<file path="src/rtl/qdma_pkg.sv">
package qdma_pkg;
  localparam int OFF_W = 8;
  localparam logic [OFF_W-1:0] OFF_CTRL = 8'h00;
  localparam logic [OFF_W-1:0] OFF_SRC  = 8'h10;
  localparam logic [OFF_W-1:0] OFF_LEN  = 8'h20;
  localparam int CTRL_GO_BIT = 0;

  typedef enum logic [1:0] {
    ST_IDLE = 2'd0,
    ST_WAIT = 2'd1,
    ST_SEND = 2'd2
  } eng_state_e;
endpackage

</file>
<file path="src/rtl/qdma_regs.sv">
module qdma_regs
  import qdma_pkg::*;
#(
  parameter int REG_W  = 32,
  parameter int ADDR_W = 32,
  parameter int CNT_W  = 16
) (
  input  logic              clk,
  input  logic              rst,
  input  logic              reg_we,
  input  logic [OFF_W-1:0]  reg_off,
  input  logic [REG_W-1:0]  reg_wdata,
  input  logic              xfer_done,
  output logic [ADDR_W-1:0] src_addr,
  output logic [CNT_W-1:0]  qcount,
  output logic              launch,
  output logic              run_q
);
  logic unused_wbits;
  assign unused_wbits = ^reg_wdata;

  // a launch is accepted only from idle
  assign launch = reg_we && (reg_off == OFF_CTRL) && reg_wdata[CTRL_GO_BIT] && !run_q;

  always_ff @(posedge clk) begin
    if (rst) begin
      src_addr <= '0;
      qcount   <= '0;
      run_q    <= 1'b0;
    end else begin
      if (reg_we && reg_off == OFF_SRC) src_addr <= reg_wdata[ADDR_W-1:0];
      if (reg_we && reg_off == OFF_LEN) qcount   <= reg_wdata[CNT_W-1:0];
      if (launch)         run_q <= 1'b1;
      else if (xfer_done) run_q <= 1'b0;
    end
  end
endmodule

</file>
<file path="src/rtl/qdma_engine.sv">
module qdma_engine
  import qdma_pkg::*;
#(
  parameter int ADDR_W = 32,
  parameter int DATA_W = 128,
  parameter int CNT_W  = 16
) (
  input  logic              clk,
  input  logic              rst,
  input  logic              launch,
  input  logic [ADDR_W-1:0] src_addr,
  input  logic [CNT_W-1:0]  qcount,
  output logic              mem_rd_en,
  output logic [ADDR_W-1:0] mem_rd_addr,
  input  logic [DATA_W-1:0] mem_rd_data,
  input  logic              mem_rd_valid,
  output logic              st_valid,
  output logic [DATA_W-1:0] st_data,
  output logic              st_last,
  input  logic              st_ready,
  output logic              done_q
);
  localparam logic [ADDR_W-1:0] STEP = ADDR_W'(DATA_W / 8);
  localparam logic [CNT_W-1:0]  ONE  = CNT_W'(1);

  eng_state_e       state;
  logic [CNT_W-1:0] remain;

  always_ff @(posedge clk) begin
    if (rst) begin
      state       <= ST_IDLE;
      remain      <= '0;
      mem_rd_en   <= 1'b0;
      mem_rd_addr <= '0;
      st_valid    <= 1'b0;
      st_data     <= '0;
      st_last     <= 1'b0;
      done_q      <= 1'b0;
    end else begin
      mem_rd_en <= 1'b0;
      done_q    <= 1'b0;
      case (state)
        ST_IDLE: begin
          if (launch) begin
            if (qcount == '0) begin
              done_q <= 1'b1;
            end else begin
              mem_rd_en   <= 1'b1;
              mem_rd_addr <= src_addr;
              remain      <= qcount;
              state       <= ST_WAIT;
            end
          end
        end
        ST_WAIT: begin
          if (mem_rd_valid) begin
            st_valid <= 1'b1;
            st_data  <= mem_rd_data;
            st_last  <= (remain == ONE);
            state    <= ST_SEND;
          end
        end
        ST_SEND: begin
          if (st_ready) begin
            st_valid <= 1'b0;
            st_last  <= 1'b0;
            if (remain == ONE) begin
              done_q <= 1'b1;
              state  <= ST_IDLE;
            end else begin
              remain      <= remain - ONE;
              mem_rd_en   <= 1'b1;
              mem_rd_addr <= mem_rd_addr + STEP;
              state       <= ST_WAIT;
            end
          end
        end
        default: state <= ST_IDLE;
      endcase
    end
  end
endmodule

</file>
<file path="src/rtl/qdma_channel.sv">
module qdma_channel
  import qdma_pkg::*;
#(
  parameter int REG_W  = 32,
  parameter int ADDR_W = 32,
  parameter int DATA_W = 128,
  parameter int CNT_W  = 16
) (
  input  logic              clk,
  input  logic              rst,
  input  logic              reg_we,
  input  logic [OFF_W-1:0]  reg_off,
  input  logic [REG_W-1:0]  reg_wdata,
  output logic              ctrl_run,
  output logic              mem_rd_en,
  output logic [ADDR_W-1:0] mem_rd_addr,
  input  logic [DATA_W-1:0] mem_rd_data,
  input  logic              mem_rd_valid,
  output logic              st_valid,
  output logic [DATA_W-1:0] st_data,
  output logic              st_last,
  input  logic              st_ready,
  output logic              irq_done,
  output logic              evt_done
);
  logic [ADDR_W-1:0] src_addr;
  logic [CNT_W-1:0]  qcount;
  logic              launch;
  logic              done_q;

  qdma_regs #(.REG_W(REG_W), .ADDR_W(ADDR_W), .CNT_W(CNT_W)) u_regs (
    .clk(clk), .rst(rst), .reg_we(reg_we), .reg_off(reg_off), .reg_wdata(reg_wdata),
    .xfer_done(done_q), .src_addr(src_addr), .qcount(qcount),
    .launch(launch), .run_q(ctrl_run)
  );

  qdma_engine #(.ADDR_W(ADDR_W), .DATA_W(DATA_W), .CNT_W(CNT_W)) u_engine (
    .clk(clk), .rst(rst), .launch(launch), .src_addr(src_addr), .qcount(qcount),
    .mem_rd_en(mem_rd_en), .mem_rd_addr(mem_rd_addr),
    .mem_rd_data(mem_rd_data), .mem_rd_valid(mem_rd_valid),
    .st_valid(st_valid), .st_data(st_data), .st_last(st_last), .st_ready(st_ready),
    .done_q(done_q)
  );

  assign irq_done = done_q;
  assign evt_done = done_q;
endmodule

</file>
<file path="config.mk">
export PLATFORM = sky130hd
export DESIGN_NAME = qdma_channel
export DESIGN_NICKNAME = d
export VERILOG_FILES = /design/src/rtl/qdma_pkg.sv /design/src/rtl/qdma_regs.sv /design/src/rtl/qdma_engine.sv /design/src/rtl/qdma_channel.sv
export SDC_FILE = /design/constraint.sdc
export NUM_CORES = 1
export LEC_CHECK = 0
export BUFFER_PORTS_ARGS = -buffer_cell sky130_fd_sc_hd__buf_2
export CAP_MARGIN = 20
export CORE_MARGIN = 2
export CORE_UTILIZATION = 45
export CTS_CLUSTER_SIZE = 25
export DETAILED_ROUTE_END_ITERATION = 16
export PLACE_DENSITY = 0.74
export SYNTH_ARGS = -nofsm -noshare
export SYNTH_HDL_FRONTEND = slang
export SYNTH_SLANG_ARGS = --single-unit
</file>
<file path="constraint.sdc">
create_clock -name clk -period 3.15 [get_ports clk]
set_input_delay 0.63 -clock clk [delete_from_list [all_inputs] [get_ports clk]]
set_output_delay 0.63 -clock clk [all_outputs]
set_load 0.02 [all_outputs]
</file>
==> summary.txt <==
Placement
  • Post-detail-place hpwl: ~21 mm
  • Port Buffer Count: between 300 and 400
  • Routability Congestion: 0.856
  • Setup WS pre-CTS: between 0.2 and 0.3 ns

Setup path
  • Startpoint class of the critical path: flip-flop
  • Worst-path cell chain: or4_1, or4_4, nand4_4, buf_4, nand2_2, a221oi_1
  • Slowest stage cell, crit path: or4_4
  • Largest fanout on the critical path: 39
  • Worst EP required: 3.57 ns
  • Crit path largest cell delay: just under 0.6 ns
  • Arrival time at the worst endpoint: between 3 and 4 ns
  • Crit. End Element: flip-flop
  • Critical path type: reg2reg

Logic synthesis
  • Synth Cell Area: around 9500 um2
  • Post-Syn Instances: 1,238
  • Sequential share of the synthesized area: between 40% and 50%
  • Synth Area per Inst: 7.68 um2
  • Post-synth ARST share: 0%
  • Flops & latches, synth: around 230
  • Number of synthesis warnings: 0
  • Number of synthesized flops with an enable pin: 0
  • Dominant cells by area after synthesis: dfxtp_1, nand2_1, a21oi_1
  • Leading area contributor after synthesis: dfxtp_1
  • Mapped Nets: 1,414
  • Synth top area share: about half
  • Yosys cell types: 55
  • Most common flop cell mapped by yosys: dfxtp_1

Floorplan
  • Io pins: roughly 340
  • Die area: 22,300 um2
  • Die Y: 149 um
  • Starting Density: between 40% and 50%
  • Die W: ~150 um
  • Site Rows: 53
  • Core Footprint: between 20,000 and 25,000 um2

STA
  • RSZ-0062 raised after global routing: no
  • Hold Slack: about 0.32 ns
  • Setup ws final: approximately 0.40 ns
  • Final setup viols: 0
  • Slew Viols, Final: 0
  • Worst Max-Slew Pin Slew: between 0.9 and 1 ns
  • Setup TNS: 0 ns
  • Max Fclk: ~0.36 GHz
  • Post-route clock period utilization: 87.2%
  • Slew headroom: 39.8%
  • Clock skew: between 0.015 and 0.02 ns
  • Min cycle time layout: around 2.7 ns
  • Final Hold Vio Count: 0

Power
  • Pwr dens: 486 nW/um2
  • Maximum VDD drop: ~0.39 mV
  • Power Total: 5.91 mW
  • Leakage: between 4 and 5 nW

Finish
  • Layout area overhead: 28.0%
  • Share of post-route cells with drive strength above 1: a little over a quarter
  • # fillers: between 1.5k and 2k
  • Nets: between 1.5k and 2k

CTS
  • Largest buffer count on any clock path: 3
  • CTS tree: built
  • Root Driver: clkbuf_16
  • Resized Gates After CTS: 0
  • Clock H-tree levels: 1
  • Hold Buf Count CTS: 0
  • Clock Latency Late Sink: 0.54 ns
  • Clk slew on worst S/H paths: roughly 0.06 ns
  • Number of setup buffers added after CTS: 0
  • CTS sink cnt: between 200 and 250
  • CTS buffer count: 25

Job
  • Max-cap viol count: 0

Global routing
  • Number of global-route vias before repair: between 8k and 9k
  • Largest net degree at the start of global routing: 177
  • Total grt overflow: 0
  • Initial antenna violation count: 4
  • First-pass GRT wire length: between 40 and 50 mm
  • Gr usage total: 25.6%

Routing
  • Routed Antenna Nets: 0
  • Avg WL per Cell: 16.9 um
  • Number of vias per cell: about 5.5
  • Pre-antenna DRT Iters: 5
  • Drt initial violations: just over 600
  • DRC viols: 0
  • Final WL: roughly 30 mm
  • Vias: 9,918

Worst hold path
  • Hold Crit Class: in2reg

Status
  • Status: completed
[worst paths after layout]
check	startpoint	to	slack, ns	cells after the start
hold reg to reg	u_engine.st_data[108]	u_engine.st_data[108]	0.45	2
setup / recovery	u_regs.qcount[7]	u_engine.mem_rd_addr[16]	0.40	6
hold / removal	mem_rd_data[39]	u_engine.st_data[39]	0.32	3
setup reg to reg	u_regs.qcount[7]	u_engine.mem_rd_addr[16]	0.40	6
[power breakdown]
part	leakage (nW)	internal, mW	switching, mW
Sequential	1.86	2.92	0.000542
Clock	0.394	1.63	1.18
Combinational	2.68	0.0856	0.100
Total	4.94	4.63	1.28
[cell usage after synthesis (all sizes together) (7+ instances only)]
master	n
inv	7
nor4	14
a22oi	14
and4	10
nand3	23
nor3	18
and2	9
o22ai	11
nor2	30
nand4	15
clkbuf	84
dfxtp	231
or4	7
a32o	8
nand2	417
buf	18
o32ai	21
o21ai	12
a21oi	228
[layer usage]
layer / global-route usage, % / vias up / wire [um]
met2: 42.5 / 467 / 15000
met3: 5.96 / 55 / 2700
met4: 8.29 / 2 / 749
li1: - / 4843 / -
met5: 0 / - / 13
met1: 32.8 / 4551 / 12400
[through the flow]
| stage | cell area, um2 | instances | util, % |
|---|---|---|---|
| 4_1_cts | 12200 | 1814 | 58.2 |
| 3_3_place_gp | 11400 | 1770 | 54.4 |
| 5_1_grt | 12200 | 1815 | 58.2 |
| 3_5_place_dp | 11400 | 1771 | 54.4 |
| 6_report | 12200 | 1817 | 58.3 |
| 2_1_floorplan | 9510 | 1238 | - |
[registers in the layout (all words and copies together) (netlist names)]
signal,cells
u_regs.src_addr,32
u_regs.run_q,1
u_regs.qcount,16
u_engine.mem_rd_addr,32
u_engine.done_q,1
u_engine.mem_rd_en,1
u_engine.st_last,1
u_engine.state,2
u_engine.st_data,128
u_engine.st_valid,1
u_engine.remain,16
[critical path: cells and delay by family, from the launching register on]
family	cells	cell delay (ns)
compound gates	1	0.34
buf+inv	1	0.41
simple gates	4	1.55
flops	1	0.31
[logic make-up (layout without fill, tap and decap cells)]
group	count (synthesis)	in the layout	synth area share (%)
other cells	0	3	0
simple gates	563	563	25.6
flops	231	231	48.6
compound gates	331	331	20.5
buf+inv	110	411	4.83
fa+ha+maj	3	3	0.395
[cell usage in the layout (no fill, tap or decap), types with 6 or more instances in the layout]
cell type and count:
a21oi_1 227, a22oi_1 14, a31oi_1 6, a32o_1 8
and2_1 9, and4_1 9, buf_2 337, buf_4 16
clkbuf_16 25, clkbuf_8 7, dfxtp_1 231, inv_1 7
nand2_1 416, nand3_1 22, nand4_1 14, nor2_1 29
nor3_1 17, nor4_1 14, o21ai_0 10, o22ai_1 11
o31a_1 6, o32ai_1 21, or4_1 6
[area by class of cell]
type                    instances  area, um2  share of cell area, %
diodes                          3       7.51                 0.0617
clock buffers                  37        741                   6.09
clock inverters                 6       48.8                  0.401
inverters                       8       30.0                  0.247
multi-input cells             897       4450                   36.5
flip-flops and latches        231       4620                   38.0
well taps                     275        344                   2.83
repair buffers                360       1930                   15.9
No activity file was read; power rests on OpenSTA's default activity.
